### config.mk
export PLATFORM = sky130hd
export DESIGN_NAME = tick_timer
export DESIGN_NICKNAME = d
export VERILOG_FILES = /design/src/rtl/tick_timer_pkg.sv /design/src/rtl/tick_src.sv /design/src/rtl/tick_prescaler.sv /design/src/rtl/tick_counter.sv /design/src/rtl/tick_timer.sv
export SDC_FILE = /design/constraint.sdc
export NUM_CORES = 1
export LEC_CHECK = 0
export BUFFER_PORTS_ARGS = -buffer_cell sky130_fd_sc_hd__buf_2
export CAP_MARGIN = 20
export CORE_ASPECT_RATIO = 0.5
export CORE_MARGIN = 2
export CORE_UTILIZATION = 35
export DETAILED_ROUTE_END_ITERATION = 6
export PLACE_DENSITY_LB_ADDON = 0.1
export SYNTH_ARGS = -nofsm -noshare
export SYNTH_HDL_FRONTEND = slang
export SYNTH_HIERARCHICAL = 1
export SYNTH_SLANG_ARGS = --single-unit
### constraint.sdc
create_clock -name clk -period 4.81 [get_ports clk]
set_input_delay 0.962 -clock clk [delete_from_list [all_inputs] [get_ports clk]]
set_output_delay 0.962 -clock clk [all_outputs]
set_load 0.01 [all_outputs]
### src/rtl/tick_timer_pkg.sv
package tick_timer_pkg;
  localparam int CTRL_W = 8;

  typedef struct packed {
    logic       run;
    logic       wide;
    logic       ext_src;
    logic       fall_edge;
    logic       ps_bypass;
    logic [2:0] ps_sel;
  } tmr_ctrl_t;

  localparam tmr_ctrl_t CTRL_RESET = '{run: 1'b1, wide: 1'b0, ext_src: 1'b1,
                                       fall_edge: 1'b0, ps_bypass: 1'b0,
                                       ps_sel: 3'd7};

  typedef enum logic [1:0] {
    A_CTRL   = 2'd0,
    A_CNT_LO = 2'd1,
    A_CNT_HI = 2'd2,
    A_IRQ    = 2'd3
  } reg_addr_t;
endpackage

### src/rtl/tick_src.sv
module tick_src #(
  parameter int SYNC_STAGES = 2
) (
  input  logic clk,
  input  logic rst,
  input  logic cyc_en,
  input  logic ext_in,
  input  logic ext_src,
  input  logic fall_edge,
  output logic tick
);
  logic [SYNC_STAGES-1:0] sync_q;
  logic                   last_q;
  logic                   synced;
  logic                   ext_tick;

  assign synced = sync_q[SYNC_STAGES-1];

  always_ff @(posedge clk) begin
    if (rst) begin
      sync_q <= '0;
      last_q <= 1'b0;
    end else begin
      sync_q <= {sync_q[SYNC_STAGES-2:0], ext_in};
      last_q <= synced;
    end
  end

  always_comb begin
    ext_tick = fall_edge ? (last_q & ~synced) : (synced & ~last_q);
    tick     = ext_src ? ext_tick : cyc_en;
  end

  // a rising-edge tick leaves the edge detector holding a high level
  assert_rise_edge_R9: assert property (@(posedge clk) disable iff (rst)
    (ext_src && !fall_edge && tick) |=> last_q);
  // a falling-edge tick leaves the edge detector holding a low level
  assert_fall_edge_R9: assert property (@(posedge clk) disable iff (rst)
    (ext_src && fall_edge && tick) |=> !last_q);
endmodule

### src/rtl/tick_prescaler.sv
module tick_prescaler #(
  parameter int PS_BITS = 8,
  localparam int SEL_W = $clog2(PS_BITS)
) (
  input  logic             clk,
  input  logic             rst,
  input  logic             tick,
  input  logic             run,
  input  logic             bypass,
  input  logic [SEL_W-1:0] sel,
  input  logic             clr,
  output logic             inc
);
  logic [PS_BITS-1:0] pcount_q;
  logic [PS_BITS-1:0] mask;
  logic               hit;

  always_comb begin
    for (int i = 0; i < PS_BITS; i++) mask[i] = (i <= int'(sel));
    hit = ((pcount_q & mask) == mask);
    inc = run & tick & (bypass | hit);
  end

  always_ff @(posedge clk) begin
    if (rst || clr) pcount_q <= '0;
    else if (run && tick && !bypass) pcount_q <= pcount_q + 1'b1;
  end

  // a count write leaves the prescaler at zero
  assert_ps_clear_R4: assert property (@(posedge clk) disable iff (rst)
    clr |=> (pcount_q == '0));
  // stopped timer holds the prescaler
  assert_ps_frozen_R10: assert property (@(posedge clk) disable iff (rst)
    (!run && !clr) |=> $stable(pcount_q));
endmodule

### src/rtl/tick_counter.sv
module tick_counter #(
  parameter int BYTE_W = 8,
  localparam int CW = 2 * BYTE_W
) (
  input  logic              clk,
  input  logic              rst,
  input  logic              inc,
  input  logic              wide,
  input  logic              wr_lo,
  input  logic              wr_hi,
  input  logic              rd_lo,
  input  logic [BYTE_W-1:0] wdata,
  output logic [BYTE_W-1:0] cnt_lo,
  output logic [BYTE_W-1:0] hold_hi,
  output logic              ovf
);
  logic [BYTE_W-1:0] lo_q, hi_q, hold_q;
  logic [CW-1:0]     full_next;

  always_comb begin
    full_next = {hi_q, lo_q} + {{(CW-1){1'b0}}, 1'b1};
    ovf       = inc & ~wr_lo & (wide ? (&{hi_q, lo_q}) : (&lo_q));
  end

  always_ff @(posedge clk) begin
    if (rst) begin
      lo_q   <= '0;
      hi_q   <= '0;
      hold_q <= '0;
    end else begin
      if (wr_lo) begin
        lo_q <= wdata;
        if (wide) hi_q <= hold_q;
      end else if (inc) begin
        if (wide) {hi_q, lo_q} <= full_next;
        else      lo_q <= lo_q + 1'b1;
      end
      if (wr_hi)              hold_q <= wdata;
      else if (rd_lo && wide) hold_q <= hi_q;
    end
  end

  assign cnt_lo  = lo_q;
  assign hold_hi = hold_q;

  // no increment and no write means the count holds
  assert_cnt_frozen_R10: assert property (@(posedge clk) disable iff (rst)
    (!inc && !wr_lo) |=> ($stable(lo_q) && $stable(hi_q)));
  // an overflow lands on zero
  assert_wrap_zero_R6: assert property (@(posedge clk) disable iff (rst)
    (ovf && wide) |=> (lo_q == '0 && hi_q == '0));
  // in 8-bit mode the live high byte is untouched by counting
  assert_hi_hold_R5: assert property (@(posedge clk) disable iff (rst)
    (!wide && !wr_lo) |=> $stable(hi_q));
endmodule

### src/rtl/tick_timer.sv
module tick_timer
  import tick_timer_pkg::*;
#(
  parameter int SYNC_STAGES = 2,
  parameter int PS_BITS     = 8,
  parameter int BYTE_W      = 8
) (
  input  logic              clk,
  input  logic              rst,
  input  logic              cyc_en,
  input  logic              ext_in,
  input  logic              wr_en,
  input  logic              rd_en,
  input  logic [1:0]        addr,
  input  logic [BYTE_W-1:0] wdata,
  output logic [BYTE_W-1:0] rdata,
  output logic              irq
);
  tmr_ctrl_t         ctrl_q;
  logic              flag_q, ie_q;
  logic [BYTE_W-1:0] rdata_q;
  logic              tick, inc, ovf;
  logic              wr_ctrl, wr_lo, wr_hi, wr_irq, rd_lo;
  logic [BYTE_W-1:0] cnt_lo, hold_hi;

  always_comb begin
    wr_ctrl = wr_en && (addr == A_CTRL);
    wr_lo   = wr_en && (addr == A_CNT_LO);
    wr_hi   = wr_en && (addr == A_CNT_HI);
    wr_irq  = wr_en && (addr == A_IRQ);
    rd_lo   = rd_en && (addr == A_CNT_LO);
  end

  tick_src #(.SYNC_STAGES(SYNC_STAGES)) u_src (
    .clk(clk), .rst(rst), .cyc_en(cyc_en), .ext_in(ext_in),
    .ext_src(ctrl_q.ext_src), .fall_edge(ctrl_q.fall_edge), .tick(tick)
  );

  tick_prescaler #(.PS_BITS(PS_BITS)) u_ps (
    .clk(clk), .rst(rst), .tick(tick), .run(ctrl_q.run),
    .bypass(ctrl_q.ps_bypass), .sel(ctrl_q.ps_sel), .clr(wr_lo), .inc(inc)
  );

  tick_counter #(.BYTE_W(BYTE_W)) u_cnt (
    .clk(clk), .rst(rst), .inc(inc), .wide(ctrl_q.wide), .wr_lo(wr_lo),
    .wr_hi(wr_hi), .rd_lo(rd_lo), .wdata(wdata), .cnt_lo(cnt_lo),
    .hold_hi(hold_hi), .ovf(ovf)
  );

  always_ff @(posedge clk) begin
    if (rst) begin
      ctrl_q  <= CTRL_RESET;
      flag_q  <= 1'b0;
      ie_q    <= 1'b0;
      rdata_q <= '0;
    end else begin
      if (wr_ctrl) ctrl_q <= tmr_ctrl_t'(wdata[CTRL_W-1:0]);
      if (ovf)         flag_q <= 1'b1;
      else if (wr_irq) flag_q <= wdata[0];
      if (wr_irq) ie_q <= wdata[1];
      if (rd_en) begin
        case (addr)
          A_CTRL:   rdata_q <= BYTE_W'(ctrl_q);
          A_CNT_LO: rdata_q <= cnt_lo;
          A_CNT_HI: rdata_q <= hold_hi;
          default:  rdata_q <= {{(BYTE_W-2){1'b0}}, ie_q, flag_q};
        endcase
      end
    end
  end

  assign rdata = rdata_q;
  assign irq   = flag_q & ie_q;

  // the flag persists unless software clears it
  assert_flag_sticky_R8: assert property (@(posedge clk) disable iff (rst)
    (flag_q && !(wr_irq && !wdata[0])) |=> flag_q);
  // an overflow from the counter always raises the flag
  assert_flag_set_R5: assert property (@(posedge clk) disable iff (rst)
    ovf |=> flag_q);
  // a stopped timer produces no increments
  assert_no_inc_stopped_R10: assert property (@(posedge clk) disable iff (rst)
    !ctrl_q.run |-> !inc);
endmodule

Word level (Yosys, flattened, before mapping) --
Index checks and enable logic that the tools add are counted.
Storage, ports and cells: output and inout port bits 9, register bits after elaboration 53, input port bits 16, word-level logic and storage cells 75
Cells by class: eq/ne operators 6, reduce and logical (&&, ||, !) cells 17, order comparisons 7, add/sub/neg operators 3, multiplexer cells 15, bitwise logic cells 12
Operator list (count):
- $mux 8 | 9
- $pmux 8 s3 | 1
- $add 16x1->16 const B | 1
- $add 8x1->8 const B | 2
- $reduce_and 16->1 | 1
- $le 3x3->1 const A | 4
- $and 8x8->8 | 1
- $eq 8x8->1 | 1
- $logic_and 1x1->1 | 8
- $reduce_and 8->1 | 1
- $and 1x1->1 | 7
- $le 2x3->1 const A | 2
- $reduce_bool 2->1 | 3
- $mux 1 | 5
- $eq 2x2->1 const B | 2
- $ne 2x2->1 const B | 2
- $le 1x3->1 const A | 1
- $not 1->1 | 3
- $reduce_and 3->1 | 1
- $eq 2x1->1 const B | 1
- $logic_not 2->1 | 1
- $logic_not 1->1 | 1
- $logic_or 1x1->1 | 1
- $or 1x1->1 | 1

Longest topological paths before layout --
Gate-level depths: netlist (run 1).
depth after elaboration 9, gate-level depth with buffers 9, depth with buffers taken out 8

Modules after synthesis --
The synthesis (run 1) kept the hierarchy.
Modules (own cells, without submodules):
- tick_counter | seq. area each 480.5 µm², area each 1317.5 µm², cells each 157, times used 1
- tick_timer | seq. area each 360.3 µm², area each 893.4 µm², cells each 88, times used 1
- tick_prescaler | seq. area each 160.2 µm², area each 435.4 µm², cells each 51, times used 1
- tick_src | seq. area each 60.1 µm², area each 105.1 µm², cells each 10, times used 1

Least setup slack after synthesis (run 1) --
Ideal clock, no wire load.
path kind input port to flip-flop, start input addr[0], end register u_cnt.hi_q[3], buffers on the path 1, data required time 4.683 ns, data arrival time 2.303 ns, setup time 0.127 ns, path slack 2.380 ns, stages 7, cell sequence nor2b_1 clkbuf_1 and2_1 o21ai_1 or3_1 o2111ai_1 o21ai_0
On the way: longest elaborated chain between the ends 4, elaborated cells between the ends (all ways) 6, those cells by class 2 x eq/ne; 1 x mux; 3 x reduce/logical
Ends and longest elaborated chain:
- from (decl) | RTL line tick_timer.sv:14 | input logic [1:0] addr,
- $eq 2x1->1 * | RTL line tick_timer.sv:28 | wr_lo = wr_en && (addr == A_CNT_LO);
- $logic_and 1x1->1 * | RTL line tick_timer.sv:28
- net wr_lo | RTL line tick_timer.sv:23 | logic wr_ctrl, wr_lo, wr_hi, wr_irq, rd_lo;
- $ne 2x2->1 (no source line) or $reduce_bool 2->1 (tied branches)
- $reduce_and 3->1 (no source line)
- to (signal assigned) | RTL line tick_counter.sv:33 | if (wide) hi_q <= hold_q;
- to (signal assigned) | RTL line tick_counter.sv:35 | if (wide) {hi_q, lo_q} <= full_next;
- to (decl) | RTL line tick_counter.sv:17 | logic [BYTE_W-1:0] lo_q, hi_q, hold_q;
The timed path passes the listed nets; every way through them passes the cells marked *. A chain may end at the register's enable or synchronous reset.

Worst setup path after layout (run 1) --
start input addr[0], end register u_cnt.hi_q[2]
Same word-level chain as after synthesis.

==> summary.md, run 1 <==
| Metric | Value |
|---|---|
| Status | complete, no violations |
| CP required | 5000 ps |
| Setup WS post-layout | 1690 ps |
| Share of layout cells above drive strength 1 | 0.137 |
| Vias in the first global route | 2250 |
| DRT Pass-1 Iters | 4 |
| Max Clock Freq | 321 MHz |
| Post-synthesis simple-gate area fraction | 0.251 |
| Nets | 339 |
| Max layer used | met4 |
| DP Worst Slack | 1510 ps |
| Synth Area in XOR/XNOR | 0.0414 |
| DIE HEIGHT | 66.7 microns |
| Ys flop type | dfxtp_1 |
| Number of synthesis warnings | 6 |
| Finished Cell Area | 3060 sq um |
| IO Pins | 25 |
| Setup_tns | 0 ps |
| Sequential share of the synthesized area | 0.386 |
| Fin Clk Skew | 5.10 ps |
| Critical path class | in -> reg |
| Synthesized area | 2750 sq um |
| CTS tree | built |
| Via density | 5.31 |
| Post-synth cell types | 58 |
| Clk pin slew, worst setup/hold paths | 70 ps |
| Met3 wire length | 394 microns |
| ANT cells | 0 |
| Post-CTS Hold Buffers | 0 |
| Placement Rows | 22 |
| Vias | 2285 |
| Cell Chain, Critical Path | buf_2, nor2b_1, and2_1, inv_1, nor2_1, nor2_1, a221oi_1 |
| Die Area | 8630 sq um |
| Mux cell area share after synthesis | 0.107 |
| Worst R2R Path Depth | 7 |
| Worst Hold Class | reg -> reg |
| Slew HR | 0.428 |
| TritonCTS buffer count | 5 |
| Max Root-Sink Buffers | 2 |
| Syn Nets | 324 |
| Fill count | 741 |
| Setup Buffers After CTS | 0 |
| H-Tree Depth | 2 |
| Worst-skew pair later-pin latency | 290 ps |
| Area Overhead vs Synth | 11.1% |
| Max VDD drop | 0.000142 V |
| Worst Hold Depth | 1 |
| Final hold vios | 0 |
| CP dominant cell by count | nor2_1 |
| # setup viols final | 0 |
| Placer Congestion | 0.831 |
| Worst slew pin tran | 857 ps |
| WL met2 | 2940 microns |
| Die Wd | 129 microns |
| Max cap viols | 0 |
| Remaining Overflow, GRT | 0 |
| Post-synthesis adder-cell area fraction | 0.00910 |
| Pwr/cell area | 298 nW/um^2 |
| P_sw | 0.226 mW |
| IO buf count | 24 |
| Final WL | 7160 microns |
| Post-route minimum period | 3120 ps |
| Total Routing Usage GR | 0.182 |
| Main combinational cell family by area after synthesis | simple AND/OR/NAND/NOR gates |
| Sw Share | 0.248 |
| Critical path peak fanout | 17 |
| Initial Util | 0.369 |
| Initial DRC count | 158 |
| # DRC | 0 |
| First-pass GRT wire length | 11800 microns |
| Pleak | 1.11 nW |
| Slowest CP cell | and2_1 |
| Final period util | 0.648 |
| CP max stage delay | 550 ps |
| Routed len/inst | 16.6 microns |
| Clock Power Share | 0.381 |
| Synth Area per Inst | 8.99 sq um |
| CP Launch Type | input port |
| Sequential power share | 0.520 |
| Post-synth EDFFs | 0 |
| Post-synthesis cell count | 306 |
| CP Capture Type | flip-flop |
| Internal Pwr Total | 0.684 mW |
| Initial antenna violation count | 0 |
| Final ANT Viol Nets | 0 |
| Core ar. | 7460 sq um |
| Comb power frac | 0.099 |
| WL met1 | 3700 microns |
| Async SR Flop Fraction | 0 |
| Final Max Tran Viols | 0 |
| Largest net degree at the start of global routing | 42 |
| Final HPWL DP | 5330 microns |
| Compound-cell area share of the yosys netlist | 0.167 |
| Root buffer cell | clkbuf_16 |
| Arr. time, crit path | 3310 ps |
| Placed cell area | 2920 sq um |
| Post_cts resized | 0 |
| RSZ-0062 raised after global routing | no |
| Seq cells post-synth | 53 |
| CTS Sinks | 53 |
-- flip-flops by register name, indices dropped and copies added, names as in the netlist --
signal and flops:
ctrl_q 8, flag_q 1, ie_q 1, rdata 8, u_cnt/cnt_lo 8, u_cnt/hi_q 8
u_cnt/hold_hi 8, u_ps/pcount_q 8, u_src/last_q 1, u_src/sync_q 2
-- power by group through the flow --
stage	registers [mW]	logic, mW	clock network (mW)
after CTS	0.474	0.0901	0.360
after global placement	0.483	0.0889	0
final	0.474	0.0899	0.347
after floorplan	0.479	0.0643	0
after global routing	0.476	0.100	0.377
after detailed placement	0.484	0.0896	0
-- area by class of cell --
class,count,area [sq um],area share
Sequential cell,53,1060,0.347
Inverter,5,18.8,0.00614
Clock buffer,6,129,0.0421
Multi-Input combinational cell,232,1580,0.518
Timing Repair Buffer,24,120,0.0393
Tap cell,108,135,0.0442
Clock inverter,2,10.0,0.00327
-- per-layer routing --
metal | up-vias | global-route usage
met3 | 10 | 0.0426
met2 | 53 | 0.270
met5 | - | 0
li1 | 1145 | -
met1 | 1077 | 0.260
met4 | 0 | 0.0543
-- path summary, 6_finish.rpt --
kind                                       from              end  slack [ps]
worst max-delay path                    addr[0]    u_cnt/hi_q[2]        1690
worst min-delay path            u_src/sync_q[0]  u_src/sync_q[1]         460
worst max register to register        ctrl_q[4]    u_cnt/hi_q[7]        2250
worst min register to register  u_src/sync_q[0]  u_src/sync_q[1]         460
-- Yosys cell counts, types with 3 or more instances --
cell type / n / share of area
xnor2_1: 3 / 0.0096
buf_2: 3 / 0.0055
nor3_1: 5 / 0.0091
nand4_1: 9 / 0.020
a311oi_2: 5 / 0.027
nor2_1: 47 / 0.064
nand2_1: 24 / 0.033
o21ai_0: 9 / 0.016
a211o_1: 5 / 0.016
a22oi_1: 3 / 0.0082
inv_1: 5 / 0.0068
a211oi_1: 14 / 0.038
xor2_1: 10 / 0.032
mux2i_1: 25 / 0.091
clkbuf_1: 6 / 0.0082
and3_1: 4 / 0.0091
a21oi_1: 4 / 0.0073
and2_1: 4 / 0.0091
nand3_1: 4 / 0.0073
or2_0: 5 / 0.011
dfxtp_1: 53 / 0.39
nor2b_1: 10 / 0.023
-- critical path, delay by kind of cell --
family	cells	cell delay (ps)
compound gates	1	280
buf+inv	2	610
simple gates	4	1450
-- cell families after synthesis --
| family | Yosys count |
|---|---|
| xor+xnor | 13 |
| simple gates | 132 |
| buf+inv | 21 |
| mux | 27 |
| flops | 53 |
| fa+ha+maj | 2 |
| compound gates | 58 |
-- placed cells by master (no fill, tap or decap), types with 9 or more instances in the layout --
master	n
dfxtp_1	53
nor2_1	47
mux2i_1	25
nand2_1	24
buf_2	24
a211oi_1	14
nor2b_1	10
xor2_1	10
o21ai_0	9
nand4_1	9
-- stage by stage --
stage,power [mW],hold WS [ps],utilization,std cells
after floorplan,0.543,414,-,306
after global placement,0.572,417,0.391,422
after detailed placement,0.573,440,0.391,422
after CTS,0.924,454,0.410,430
after global routing,0.954,484,0.410,430
final,0.911,455,0.410,430
No activity file was read; power rests on OpenSTA's default activity.
==> run 2, diff against run 1 <==
Clock period 4.81 ns to 3.15 ns, I/O delays scaled along.
==> run 2 against run 1 <==
  * Register-to-register slack worse by 1400 ps
  * Sequential share of layout area down 0.63 points
  * Cell count up 1.4%
  * Clock-buffer cell count up 1
  * Non-clock buffer count up 7
  * Clock skew up 4.1 ps
  * Global-route usage unchanged
  * Wire length about the same
  * Combinational power up 58%
  * Worst setup slack worse by 870 ps
  * Critical endpoint is now u_cnt/hi_q[7]
  * Highest routed layer unchanged
  * Power up 56%
==> summary.md, run 2 (synthesis results as in run 1) <==
| Metric | Value |
|---|---|
| CP required | 3360 ps |
| CTS tree | built |
| Worst Hold Class | reg -> reg |
| Final Max Tran Viols | 0 |
| Arr. time, crit path | 2550 ps |
| Pleak | 1.14 nW |
| First-pass GRT wire length | 11700 microns |
| Via density | 5.32 |
| Final period util | 0.740 |
| Most common cell after layout, fill and taps aside | dfxtp_1 |
| # setup viols final | 0 |
| Design Power | 1.42 mW |
| R2R Path End | u_cnt/hi_q[7] |
| Fin util | 0.417 |
| Root buffer cell | clkbuf_16 |
| H-Tree Depth | 2 |
| CP max stage delay | 400 ps |
| DIE HEIGHT | 66.7 microns |
| Initial Util | 0.369 |
| Die Wd | 129 microns |
| Worst slew pin tran | 500 ps |
| Nets | 346 |
| Initial antenna violation count | 0 |
| Largest net degree at the start of global routing | 27 |
| Setup crit start | ctrl_q[4] |
| Routed len/inst | 16.4 microns |
| Initial DRC count | 134 |
| IO Pins | 25 |
| Placement Rows | 22 |
| Max Clock Freq | 429 MHz |
| Total Routing Usage GR | 0.182 |
| ANT cells | 0 |
| Post-CTS Hold Buffers | 0 |
| Clk pin slew, worst setup/hold paths | 70 ps |
| P_sw | 0.347 mW |
| Final HPWL DP | 5320 microns |
| Internal Pwr Total | 1.07 mW |
| Setup Buffers After CTS | 0 |
| Placer Congestion | 0.866 |
| CP Launch Type | flip-flop |
| Sw Share | 0.245 |
| CTS Sinks | 53 |
| Core ar. | 7460 sq um |
| Commonest non-fill, non-tap cells in the layout | dfxtp_1, nor2_1, mux2i_1 |
| Pwr/cell area | 455 nW/um^2 |
| Critical path peak fanout | 10 |
| Max VDD drop | 0.000197 V |
| Worst Setup EP | u_cnt/hi_q[7] |
| Cell Chain, Critical Path | or3b_1, a31oi_1, and4b_1, buf_4, o21ai_1, nor3_1, nand4_1, a211oi_1 |
| Status | complete, no violations |
| Max cap viols | 0 |
| Slew HR | 0.667 |
| Vias in the first global route | 2202 |
| CP Capture Type | flip-flop |
| Vias | 2318 |
| Worst-skew pair later-pin latency | 300 ps |
| Max Root-Sink Buffers | 2 |
| Final ANT Viol Nets | 0 |
| Setup_tns | 0 ps |
| Critical Path Stages | 8 |
| Sequential power share | 0.511 |
| Final WL | 7160 microns |
| Worst Path Buf+Inv | 1 |
| Reg2reg setup slack | 820 ps |
| Worst R2R Path Depth | 8 |
| Clock Power Share | 0.389 |
| Final hold vios | 0 |
| Slowest CP cell | nor3_1 |
| Post-route minimum period | 2330 ps |
| Critical path class | reg -> reg |
| Die Area | 8630 sq um |
| Cell class contributing the biggest share of worst-path delay | simple AND/OR/NAND/NOR gates |
| Fin Clk Skew | 9.15 ps |
| DRT Pass-1 Iters | 4 |
| Comb power frac | 0.101 |
| Area Overhead vs Synth | 13.2% |
| Post_cts resized | 0 |
| # DRC | 0 |
| Remaining Overflow, GRT | 0 |
| RSZ-0062 raised after global routing | no |
| Worst R2R Start | ctrl_q[4] |
| TritonCTS buffer count | 5 |
| Share of layout cells above drive strength 1 | 0.152 |
| IO buf count | 24 |
-- run 2: changes by cell type in the layout (fill, tap and decap cells not counted) --
cell,delta
buf_4,+7
clkinv_2,-2
clkbuf_8,+1
-- run 2: how the worst min path moves through the flow --
stage                          startpoint              end  slack (ps)  cells past startpoint
after floorplan           u_src/sync_q[0]  u_src/sync_q[1]         410                      1
after global placement    u_src/sync_q[0]  u_src/sync_q[1]         420                      1
after detailed placement  u_src/sync_q[0]  u_src/sync_q[1]         440                      1
after CTS                 u_src/sync_q[0]  u_src/sync_q[1]         450                      1
after global routing      u_src/sync_q[0]  u_src/sync_q[1]         460                      1
final                     u_src/sync_q[0]  u_src/sync_q[1]         440                      1
-- run 2: final cells by class --
type	count	area, sq um
clock buffer	7	143
fill	775	4350
inverter	5	18.8
multi-input combinational	232	1580
sequential	53	1060
tap	108	135
timing repair buffer	31	173
-- run 2: metal layers --
metal / part of all wire / track usage
met1: 0.50 / 0.261
met2: 0.42 / 0.265
met3: 0.067 / 0.0410
met4: 0.012 / 0.0666
met5: 0 / 0
-- run 2: power by group through the flow --
stage	Combinational (mW)	Sequential, mW	Clock (mW)
floorplan	0.0982	0.731	0
global placement	0.141	0.739	0
detailed placement	0.143	0.739	0
CTS	0.143	0.724	0.569
global route	0.158	0.727	0.594
finish	0.142	0.723	0.550
-- run 2: worst reg2reg max path: cells and delay by family (launching register included) --
family	cells	cell delay, ps
AND/OR/NAND/NOR	4	1130
buffers and inverters	1	190
flip-flops	1	350
AO/OA/AOI/OAI	3	600
-- run 2: per-stage QoR --
| step | hold WS, ps | cell area, sq um | worst slack [ps] | cells |
|---|---|---|---|---|
| final | 444 | 3110 | 818 | 436 |
| after global routing | 461 | 3110 | 632 | 436 |
| after CTS | 452 | 3110 | 799 | 436 |
| after detailed placement | 437 | 2970 | 824 | 429 |
| after global placement | 425 | 2970 | 818 | 429 |
| after floorplan | 414 | 2750 | 1050 | 306 |
